### config.mk
export PLATFORM = sky130hd
export DESIGN_NAME = fetch_decoder
export DESIGN_NICKNAME = d
export VERILOG_FILES = /design/src/rtl/fd_pkg.sv /design/src/rtl/fd_format_decode.sv /design/src/rtl/fd_field_extract.sv /design/src/rtl/fd_next_pc.sv /design/src/rtl/fetch_decoder.sv
export SDC_FILE = /design/constraint.sdc
export NUM_CORES = 1
export LEC_CHECK = 0
export BUFFER_PORTS_ARGS = -buffer_cell sky130_fd_sc_hd__buf_2
export CORE_AREA = 5 5 98 100
export CTS_CLUSTER_SIZE = 25
export DETAILED_ROUTE_END_ITERATION = 10
export DIE_AREA = 0 0 103 105
export PLACE_DENSITY = 0.88
export SLEW_MARGIN = 0
export SYNTH_ARGS = -nofsm -noshare
export SYNTH_HDL_FRONTEND = slang
export SYNTH_SLANG_ARGS = --single-unit
### constraint.sdc
create_clock -name clk -period 13 [get_ports clk]
set_clock_uncertainty 0.2 [all_clocks]
set_input_delay 3.9 -clock clk [delete_from_list [all_inputs] [get_ports clk]]
set_output_delay 3.9 -clock clk [all_outputs]
set_load 0.005 [all_outputs]
### src/rtl/fd_pkg.sv
package fd_pkg;

    typedef enum logic [3:0] {
        OP_NOP   = 4'h0,
        OP_HALT  = 4'h1,
        OP_MOVRR = 4'h2,
        OP_MOVIR = 4'h3,
        OP_STORE = 4'h4,
        OP_LOAD  = 4'h5,
        OP_ALU   = 4'h6,
        OP_JUMP  = 4'h7,
        OP_CALL  = 4'h8,
        OP_RET   = 4'h9,
        OP_PUSH  = 4'hA,
        OP_POP   = 4'hB
    } opc_e;

    localparam logic [3:0] REG_NONE = 4'h8;

    typedef struct packed {
        logic [3:0] len;        // bytes occupied by the instruction
        logic       has_reg;    // register byte follows byte 0
        logic       has_const;  // constant word present
        logic       const_at1;  // constant starts at byte 1 (else byte 2)
        logic       legal;      // class and function code in range
    } fmt_t;

endpackage

### src/rtl/fd_format_decode.sv
module fd_format_decode
    import fd_pkg::*;
#(
    parameter int CBYTES     = 4,
    parameter int ALU_FN_MAX = 3,
    parameter int JMP_FN_MAX = 6
) (
    input  logic [3:0] opc,
    input  logic [3:0] fn,
    output fmt_t       fmt
);
    localparam logic [3:0] LEN_JMP  = 4'(1 + CBYTES);
    localparam logic [3:0] LEN_FULL = 4'(2 + CBYTES);

    logic fn_zero;
    assign fn_zero = (fn == 4'h0);

    always_comb begin
        fmt = '{len: 4'd1, has_reg: 1'b0, has_const: 1'b0,
                const_at1: 1'b0, legal: 1'b0};
        unique case (opc)
            OP_NOP, OP_HALT, OP_RET: begin
                fmt.len   = 4'd1;
                fmt.legal = fn_zero;
            end
            OP_MOVRR, OP_PUSH, OP_POP: begin
                fmt.len     = 4'd2;
                fmt.has_reg = 1'b1;
                fmt.legal   = fn_zero;
            end
            OP_ALU: begin
                fmt.len     = 4'd2;
                fmt.has_reg = 1'b1;
                fmt.legal   = (32'(fn) <= ALU_FN_MAX);
            end
            OP_MOVIR, OP_STORE, OP_LOAD: begin
                fmt.len       = LEN_FULL;
                fmt.has_reg   = 1'b1;
                fmt.has_const = 1'b1;
                fmt.legal     = fn_zero;
            end
            OP_JUMP: begin
                fmt.len       = LEN_JMP;
                fmt.has_const = 1'b1;
                fmt.const_at1 = 1'b1;
                fmt.legal     = (32'(fn) <= JMP_FN_MAX);
            end
            OP_CALL: begin
                fmt.len       = LEN_JMP;
                fmt.has_const = 1'b1;
                fmt.const_at1 = 1'b1;
                fmt.legal     = fn_zero;
            end
            default: begin
                fmt.len   = 4'd1;
                fmt.legal = 1'b0;
            end
        endcase
    end
endmodule

### src/rtl/fd_field_extract.sv
module fd_field_extract
    import fd_pkg::*;
#(
    parameter int CBYTES = 4,
    localparam int WBYTES = CBYTES + 2,
    localparam int CW     = 8 * CBYTES
) (
    input  logic [8*WBYTES-1:0] win,
    input  fmt_t                fmt,
    output logic [3:0]          ra,
    output logic [3:0]          rb,
    output logic [CW-1:0]       cval
);
    logic [CW-1:0] c_from1;
    logic [CW-1:0] c_from2;
    logic [7:0]    reg_byte;

    // little-endian assembly: lowest-addressed byte to the least significant lane
    for (genvar k = 0; k < CBYTES; k++) begin : g_lane
        assign c_from1[8*k +: 8] = win[8*(k+1) +: 8];
        assign c_from2[8*k +: 8] = win[8*(k+2) +: 8];
    end

    assign reg_byte = win[15:8];

    always_comb begin
        if (fmt.has_reg) begin
            ra = reg_byte[7:4];
            rb = reg_byte[3:0];
        end else begin
            ra = REG_NONE;
            rb = REG_NONE;
        end
        if (!fmt.has_const) begin
            cval = '0;
        end else if (fmt.const_at1) begin
            cval = c_from1;
        end else begin
            cval = c_from2;
        end
    end

    logic unused_low;
    assign unused_low = ^win[7:0];
endmodule

### src/rtl/fd_next_pc.sv
module fd_next_pc #(
    parameter int AW = 32
) (
    input  logic [AW-1:0] pc,
    input  logic [3:0]    len,
    output logic [AW-1:0] pc_next
);
    assign pc_next = pc + {{(AW-4){1'b0}}, len};
endmodule

### src/rtl/fetch_decoder.sv
module fetch_decoder
    import fd_pkg::*;
#(
    parameter int AW     = 32,
    parameter int CBYTES = 4,
    localparam int WBYTES = CBYTES + 2,
    localparam int CW     = 8 * CBYTES
) (
    input  logic                clk,
    input  logic                rst_n,
    input  logic                in_valid,
    input  logic [AW-1:0]       fetch_pc,
    input  logic [8*WBYTES-1:0] fetch_win,
    output logic                out_valid,
    output logic [3:0]          op_code,
    output logic [3:0]          op_fn,
    output logic [3:0]          reg_a,
    output logic [3:0]          reg_b,
    output logic [CW-1:0]       imm,
    output logic [AW-1:0]       pc_next,
    output logic                illegal
);
    logic [3:0]    d_opc;
    logic [3:0]    d_fn;
    fmt_t          d_fmt;
    logic [3:0]    d_ra;
    logic [3:0]    d_rb;
    logic [CW-1:0] d_cval;
    logic [AW-1:0] d_next;

    assign d_opc = fetch_win[7:4];
    assign d_fn  = fetch_win[3:0];

    fd_format_decode #(.CBYTES(CBYTES)) u_fmt (
        .opc (d_opc),
        .fn  (d_fn),
        .fmt (d_fmt)
    );

    fd_field_extract #(.CBYTES(CBYTES)) u_fld (
        .win  (fetch_win),
        .fmt  (d_fmt),
        .ra   (d_ra),
        .rb   (d_rb),
        .cval (d_cval)
    );

    fd_next_pc #(.AW(AW)) u_npc (
        .pc      (fetch_pc),
        .len     (d_fmt.len),
        .pc_next (d_next)
    );

    always_ff @(posedge clk) begin
        if (!rst_n) begin
            out_valid <= 1'b0;
            op_code   <= '0;
            op_fn     <= '0;
            reg_a     <= '0;
            reg_b     <= '0;
            imm       <= '0;
            pc_next   <= '0;
            illegal   <= 1'b0;
        end else begin
            out_valid <= in_valid;
            if (in_valid) begin
                op_code <= d_opc;
                op_fn   <= d_fn;
                reg_a   <= d_ra;
                reg_b   <= d_rb;
                imm     <= d_cval;
                pc_next <= d_next;
                illegal <= ~d_fmt.legal;
            end
        end
    end
endmodule

==> impl_metrics.yaml, run 1 <==
timing:
  fmax_mhz: 127
  hold_viol: 0
  rsz0062_at_grt: "false"
  final-setup-viol-count: 0
  setup_slack_ns: 5.13
  max_slew_margin: 0.151
  fin_crit_sh: 0.605
  finalSetupTns_ns: 0
  tightest_slew_ns: 1.27
  fin_crit_ns: 7.87
  slew_violations: 0
power_and_ir_drop:
  power_leakage_uw: 0.00233
  powerDensity_mw_per_mm2: 106
  peakVddDrop_v: 0.0000521
synth:
  synth.area.top_cells: "dfxtp_1 37%, a211oi_1 6.9%, o21ai_0 6.7%"
  yosys_warnings: 0
  syn_avg_cell_area_um2: 8.09
  synthArstFlopShare: 0
  syn-num-nets: 640
  synth_top_area_cell: "dfxtp_1"
  synth_top_flop_cell: "dfxtp_1"
  synthCells: 553
  yosys_register_bits: 82
  synth_top_area_share: 0.367
  syn-cell-area_mm2: 0.00447
  synth_edf_count: 0
  synth_seq_area_share: 0.367
  synth_cell_type_count: 50
place:
  port_buffers: 164
  gp_congestion: 0.927
  dp_cells: 774
  dp_hpwl_um: 9780
  place_ws_ns: 4.87
  placed_cell_area_mm2: 0.00525
grt:
  grt_pass1_wl_um: 21800
  grt_overflow: 0
  antenna_found_initial: 0
  grt_use_total: 0.246
  grt_pass1_vias: 4444
  grt_max_degree: 70
floorplanning:
  rows: 34
  initial_core_util: 0.521
  dieWidth_um: 103
  die_h_um: 105
  ios: 165
  core_mm2: 0.00859
  die-area_mm2: 0.0108
detailed_routing:
  ant_nets: 0
  drtIter0Drc: 432
  wl_per_cell_um: 17.5
  num_vias: 4841
  drc: 0
  wl_um: 13800
  routed_via_density: 6.13
  firstDrtPassIters: 5
clock_network:
  cts_setup_buffers: 0
  cts_buffers: 9
  cts_tree: "yes"
  cts.sinks: 82
  ctsResizeCount: 0
  clockBufferDepth: 2
  cts_hold_buf: 0
  clock_latency_ns: 0.34
  path_clk_slew_ns: 0.08
  cts_root_buf: "clkbuf_8"
  htreeDepth: 3
critical_path:
  cp-start-kind: "primary input"
  crit_fanout: 33
  r2r_setup_slack_ns: 11.91
  required_ns: 13.08
  critPathCaptureType: "register"
  criticalPathCategory: "primary input to register"
  crit_arrival_ns: 7.94
final_layout:
  layout.nets: 764
  stdcell_count: 790
  num_antenna_cells: 0
  areaGrowthSynthToFinish_pct: 22.1
  final_common_cell: "buf_2"
  fin_area_mm2: 0.00546
  drive_gt1_frac: 0.274
  final_cell_mix: "163 x buf_2, 82 x dfxtp_1, 60 x o21ai_0"
run_status:
  status: "finished, final reports clean"
run:
  maxCapViolCount: 0
min_path:
  hold_class: "register to register"
[cells by family (layout without fill, tap and decap cells)]
logic type      after synthesis  after routing  synth area share
xor+xnor                     11             11            0.0215
simple gates                182            182             0.229
compound gates              196            196             0.284
flops                        82             82             0.367
buf+inv                      66            195            0.0582
fa+ha+maj                     4              4            0.0129
mux                          12             12            0.0268
[flip-flops by register name, indices dropped and copies added (netlist names)]
name       count
reg_b          4
reg_a          4
imm           32
illegal        1
op_fn          4
out_valid      1
op_code        4
pc_next       32
[report_power, final]
part / switching, uW / leakage, uW / internal [uW]
Sequential: 6.70 / 0.000674 / 265
Clock: 99.9 / 0.000105 / 108
Combinational: 60.1 / 0.00155 / 41.1
[path summary, 6_finish.rpt]
kind	from	depth (start not counted)	endpoint
worst max register to register	pc_next[28]$_SDFFE_PN0P_	3	pc_next[28]$_SDFFE_PN0P_
worst min register to register	reg_a[1]$_SDFFE_PN0P_	2	reg_a[1]$_SDFFE_PN0P_
worst max-delay path	fetch_win[6]	9	pc_next[20]$_SDFFE_PN0P_
worst min-delay path	reg_a[1]$_SDFFE_PN0P_	2	reg_a[1]$_SDFFE_PN0P_
[cell type report]
cell class	count	area, um2
Fill cell	782	3130
Multi-Input combinational cell	405	2580
Timing Repair Buffer	166	838
Tap cell	108	135
Clock buffer	9	124
Sequential cell	82	1640
Inverter	13	48.8
Clock inverter	7	93.8
[per-stage QoR]
stage	hold slack, ns	utilization	power [uW]
floorplan	0.258	-	332
global placement	0.248	0.610	373
detailed placement	0.254	0.610	376
CTS	0.267	0.636	581
global route	0.280	0.636	607
finish	0.268	0.636	580
[per-layer routing]
layer  track usage  up-vias  wire [um]
met1         0.329     2250       5780
met5             0        -          0
met2         0.392      238       6540
met4        0.0971        0        455
li1              -     2314          -
met3        0.0380       39       1050
[synth_stat cells, types with 12 or more instances]
cell type,count
a31oi_1,13
a21oi_1,20
a211oi_1,41
mux2i_1,12
dfxtp_1,82
o21a_1,33
o21ai_0,60
nor2_1,23
nand3_1,46
nor2b_1,34
clkbuf_1,45
nand2_1,20
[worst max-delay path, cell delays in order]
cell     delay (ns)
buf_2          0.22
or4b_1         0.83
o21a_1         1.02
inv_1          0.14
ha_1           0.44
nor2b_1        0.48
nor2_1         0.20
or4_1          0.53
a31oi_1        0.17
No activity file was read; power rests on OpenSTA's default activity.
==> run 2, diff against run 1 <==
ABC_AREA = 1   (was default)
CORE_AREA = 5 5 107 109   (was 5 5 98 100)
DIE_AREA = 0 0 112 114   (was 0 0 103 105)
PLACE_DENSITY = 0.79   (was 0.88)
clock period = 7.2 ns   (was 13 ns; I/O delays follow)
==> impl_metrics.yaml, run 2 <==
run_status:
  status: "finished, final reports clean"
synth:
  synth_top_flop_cell: "dfxtp_1"
  synth_common_cells: "256 x nand2_1, 92 x nand3_1, 84 x nor2_1, 82 x dfxtp_1, 64 x inv_1"
  synth_top_area_cell: "dfxtp_1"
  synth_seq_area_share: 0.361
  synthArstFlopShare: 0
  yosysMostFrequentCell: "nand2_1"
  synthCells: 735
  synth_top_area_share: 0.361
  synth_cell_type_count: 32
  yosys_warnings: 0
  syn-cell-area_mm2: 0.00455
  synth_edf_count: 0
  yosys_register_bits: 82
  synth.area.top_cells: "dfxtp_1 36%, nand2_1 21%, nand3_1 10%"
  syn-num-nets: 822
  syn_avg_cell_area_um2: 6.19
timing:
  final-setup-viol-count: 0
  rsz0062_at_grt: "false"
  hold_viol: 0
  fin_crit_ns: 5.06
  slew_violations: 0
  finalSetupTns_ns: 0
  fin_crit_sh: 0.703
  max_slew_margin: 0.329
  setup_slack_ns: 2.14
  tightest_slew_ns: 1.01
  fmax_mhz: 198
grt:
  grt_overflow: 0
  top_usage_layer: "met2"
  grt_max_degree: 56
  grt_use_met1: 0.290
  grt_pass1_vias: 4675
  grt_pass1_wl_um: 22800
  antenna_found_initial: 0
  grt_use_total: 0.217
  grt_use_met2: 0.344
  use_met3: 0.0541
clock_network:
  cts_buffers: 9
  clockBufferDepth: 2
  path_clk_slew_ns: 0.09
  cts_root_buf: "clkbuf_8"
  ctsResizeCount: 0
  cts_tree: "yes"
  cts_setup_buffers: 0
  clock_latency_ns: 0.35
  htreeDepth: 3
  cts.sinks: 82
  cts_hold_buf: 0
power_and_ir_drop:
  p_clk_frac: 0.332
  pwr-share-seq: 0.475
  powerDensity_mw_per_mm2: 187
  power_leakage_uw: 0.00300
  power.share.combinational: 0.193
  p_sw_frac: 0.298
  p_int_uw: 732
  p_sw_uw: 311
  peakVddDrop_v: 0.0000839
critical_path:
  crit_fanout: 34
  crit_top_cell: "nand3_1"
  cp_top_family: "simple AND/OR/NAND/NOR gates"
  criticalPathCategory: "primary input to register"
  r2r_setup_slack_ns: 6.29
  path_buf_inv: 2
  cp-start-kind: "primary input"
  crit_arrival_ns: 5.13
  critPathCaptureType: "register"
  path_cells: "buf_2, nor2_2, nand3b_2, nand3_2, ha_1, or2_2, nand3_1, nor2_1, nand3_1, nand3_1, nand2_1, inv_1"
  critPathMaxStageDelay_ns: 0.73
  required_ns: 7.27
  slowest_stage: "nand3_2"
final_layout:
  layout.nets: 963
  num_antenna_cells: 0
  fill_cells: 1133
  layout_top_registers: "imm (32), pc_next (32)"
  final_common_cell: "nand2_1"
  areaGrowthSynthToFinish_pct: 22.8
  final_cell_mix: "256 x nand2_1, 164 x buf_2, 92 x nand3_1"
  drive_gt1_frac: 0.221
detailed_routing:
  drc: 0
  routed_via_density: 5.00
  drtIter0Drc: 353
  wl_um: 14200
  wl_per_cell_um: 13.9
  num_vias: 5108
  ant_nets: 0
  firstDrtPassIters: 7
place:
  place_ws_ns: 1.80
  dp_hpwl_um: 10800
  gp_congestion: 0.942
  port_buffers: 164
floorplanning:
  die_h_um: 114
  ios: 165
  initial_core_util: 0.433
  core_mm2: 0.0105
  rows: 38
  dieWidth_um: 112
  die-area_mm2: 0.0128
run:
  maxCapViolCount: 0
min_path:
  hold_class: "register to register"
==> run 2: cell count changes after synthesis, sizes merged, moves of 33 or more <==
cell | before | now
a211oi | 41 | 1
nor2 | 23 | 87
o21a | 33 | 0
nor2b | 34 | 0
nand3 | 48 | 94
inv | 12 | 65
nand2 | 20 | 259
==> run 2: cells by family (layout without fill, tap and decap cells) <==
family / after synthesis / in the layout / synth area share
flops: 82 / 82 / 0.361
compound gates: 84 / 84 / 0.0957
buf+inv: 104 / 250 / 0.0963
xor+xnor: 8 / 8 / 0.0154
simple gates: 453 / 453 / 0.419
fa+ha+maj: 4 / 4 / 0.0127
==> run 2: final timing paths <==
| check | from | depth (start not counted) | to |
|---|---|---|---|
| worst max-delay path | fetch_win[6] | 12 | pc_next[29]$_SDFFE_PN0P_ |
| worst min-delay path | imm[25]$_SDFFE_PN0P_ | 2 | imm[25]$_SDFFE_PN0P_ |
| worst max register to register | pc_next[21]$_SDFFE_PN0P_ | 4 | pc_next[21]$_SDFFE_PN0P_ |
| worst min register to register | imm[25]$_SDFFE_PN0P_ | 2 | imm[25]$_SDFFE_PN0P_ |
==> run 2: worst reg2reg max path, cell delays in order, from the launching register on <==
cell	delay, ns
dfxtp_1	0.40
nand2_1	0.07
nand2_1	0.09
nand2_1	0.07
inv_1	0.04
==> run 2: layout make-up <==
type,count,area [um2],area share
multi-input cells,549,2470,0.442
clock buffers,11,141,0.0253
well taps,140,175,0.0314
clock inverters,5,61.3,0.0110
repair buffers,168,851,0.152
flip-flops and latches,82,1640,0.294
inverters,66,248,0.0443
==> run 2: power by group through the flow <==
stage               clock network (uW)  registers (uW)  logic (uW)
finish                             346             496         201
global route                       372             500         228
floorplan                            0             508         113
global placement                     0             506         199
detailed placement                   0             506         202
CTS                                355             496         202
==> run 2: through the flow <==
stage	hold slack, ns	total power, uW	std cells	util	cell area, um2
after floorplan	0.261	621	735	-	4550
after global placement	0.249	705	1005	0.512	5380
after detailed placement	0.255	708	1005	0.512	5380
after CTS	0.268	1050	1021	0.532	5590
after global routing	0.288	1100	1021	0.532	5590
final	0.266	1040	1021	0.532	5590
==> run 2: per-layer routing <==
| layer | up-vias | part of all wire | wire [um] |
|---|---|---|---|
| met4 | 0 | 0.026 | 373 |
| met1 | 2266 | 0.44 | 6300 |
| met5 | - | 0 | 0 |
| met3 | 30 | 0.083 | 1170 |
| met2 | 215 | 0.45 | 6340 |
| li1 | 2597 | - | - |
==> run 3, diff against run 2 <==
CORE_AREA = 5 5 102 104   (was 5 5 107 109)
DIE_AREA = 0 0 107 109   (was 0 0 112 114)
PLACE_DENSITY = 0.83   (was 0.79)
clock period = 4.9 ns   (was 7.2 ns; I/O delays follow)
==> impl_metrics.yaml, run 3 (same netlist as run 2, synthesis figures left out) <==
final_layout:
  drive_gt1_frac: 0.226
  layout.nets: 968
  multi_input_area_mm2: 0.00247
  fill_cells: 976
  areaGrowthSynthToFinish_pct: 22.8
  num_antenna_cells: 0
  final_cell_mix: "256 x nand2_1, 164 x buf_2, 92 x nand3_1"
  seq_area_mm2: 0.00164
  layout_top_registers: "imm (32), pc_next (32)"
  final_common_cell: "nand2_1"
clock_network:
  cts_setup_buffers: 0
  cts_buffers: 9
  htreeDepth: 3
  cts.sinks: 82
  path_clk_slew_ns: 0.09
  clock_latency_ns: 0.35
  cts_hold_buf: 0
  clockBufferDepth: 2
  cts_root_buf: "clkbuf_8"
  cts_tree: "yes"
  ctsResizeCount: 0
grt:
  grt_max_degree: 41
  grt_overflow: 0
  grt_pass1_vias: 4732
  antenna_found_initial: 0
  grt_use_total: 0.242
  grt_pass1_wl_um: 22700
critical_path:
  rr_endpoint: "pc_next[8]$_SDFFE_PN0P_"
  r2r_setup_slack_ns: 3.96
  critPathCaptureType: "register"
  critPathMaxStageDelay_ns: 0.39
  crit_fanout: 11
  criticalPathCategory: "primary input to register"
  crit_end: "pc_next[30]$_SDFFE_PN0P_"
  cp-start-kind: "primary input"
  r2r-start: "pc_next[8]$_SDFFE_PN0P_"
  path_buf_inv: 7
  cp-startpoint: "fetch_win[6]"
  crit_arrival_ns: 3.70
  required_ns: 4.96
  ff2ff_path_depth: 4
  path_cells: "buf_2, inv_2, nor2_1, nor3_1, buf_4, inv_1, ha_1, inv_1, fa_1, inv_1, nand3_1, nand2_2, nand2_1, nor2_1, nand2_1, nand2_1, nand3_1, nand2_1, inv_1"
  worst-path-stages: 19
  cp_top_family: "simple AND/OR/NAND/NOR gates"
  slowest_stage: "fa_1"
timing:
  max_slew_margin: 0.397
  final-setup-viol-count: 0
  slew_violations: 0
  fmax_mhz: 275
  fin_crit_sh: 0.742
  fin_crit_ns: 3.64
  finalSetupTns_ns: 0
  tightest_slew_ns: 0.899
  timing.hold.ws_ns: 0.263
  hold_viol: 0
  rsz0062_at_grt: "false"
power_and_ir_drop:
  peakVddDrop_v: 0.000140
  power_leakage_uw: 0.00302
  powerDensity_mw_per_mm2: 273
run_status:
  status: "finished, final reports clean"
detailed_routing:
  drc: 0
  ant_nets: 0
  routed_via_density: 5.22
  num_vias: 5219
  firstDrtPassIters: 5
  drtIter0Drc: 340
  wl_per_cell_um: 14.2
  wl_um: 14200
floorplanning:
  die-area_mm2: 0.0117
  dieWidth_um: 107
  rows: 36
  initial_core_util: 0.481
  core_mm2: 0.00946
  die_h_um: 109
  ios: 165
min_path:
  hold_class: "register to register"
place:
  port_buffers: 164
  dp_hpwl_um: 10500
  gp_congestion: 0.982
run:
  maxCapViolCount: 0
==> run 3: changes by cell type in the layout (fill, tap and decap cells not counted), sizes merged <==
cell	before	now
buf	168	173
clkbuf	11	10
clkinv	1	4
clkinvlp	3	2
inv	66	65
==> run 3: metrics by stage <==
step	worst slack, ns	utilization	cell area, um2	cells	total power, uW
final	1.26	0.590	5580	1000	1530
after global placement	1.07	0.570	5390	984	1040
after CTS	1.32	0.590	5580	1000	1540
after floorplan	1.36	-	4550	735	913
after detailed placement	0.965	0.570	5390	984	1040
after global routing	1.10	0.590	5580	1000	1610
==> run 3: where the power goes <==
part | leakage, uW | internal (uW) | switching [uW]
Sequential | 0.000676 | 708 | 20.6
Combinational | 0.00225 | 120 | 182
Clock | 0.0000925 | 237 | 259
==> run 3: worst min-delay path, cell delays in order (launching register included) <==
cell and delay [ns]:
dfxtp_1 0.31, nand2_1 0.06, a21oi_1 0.05
==> run 3: worst min path at each step <==
stage | startpoint | end | slack [ns] | cells after the start
finish | imm[19]$_SDFFE_PN0P_ | imm[19]$_SDFFE_PN0P_ | 0.26 | 2
detailed placement | imm[19]$_SDFFE_PN0P_ | imm[19]$_SDFFE_PN0P_ | 0.25 | 2
global route | imm[19]$_SDFFE_PN0P_ | imm[19]$_SDFFE_PN0P_ | 0.29 | 2
global placement | imm[9]$_SDFFE_PN0P_ | imm[9]$_SDFFE_PN0P_ | 0.25 | 2
CTS | imm[19]$_SDFFE_PN0P_ | imm[19]$_SDFFE_PN0P_ | 0.27 | 2
floorplan | imm[0]$_SDFFE_PN0P_ | imm[0]$_SDFFE_PN0P_ | 0.26 | 2
==> run 3: final cells by class <==
type | count | share of cell area
clock buffers | 10 | 0.0229
clock inverters | 6 | 0.0121
inverters | 66 | 0.0444
multi-input cells | 549 | 0.442
flip-flops and latches | 82 | 0.294
well taps | 114 | 0.0255
repair buffers | 173 | 0.159
==> run 3: metal layers <==
layer  share of wire  track usage
met1            0.43        0.323
met5               0            0
met4           0.029       0.0868
met2            0.46        0.392
met3           0.081       0.0450
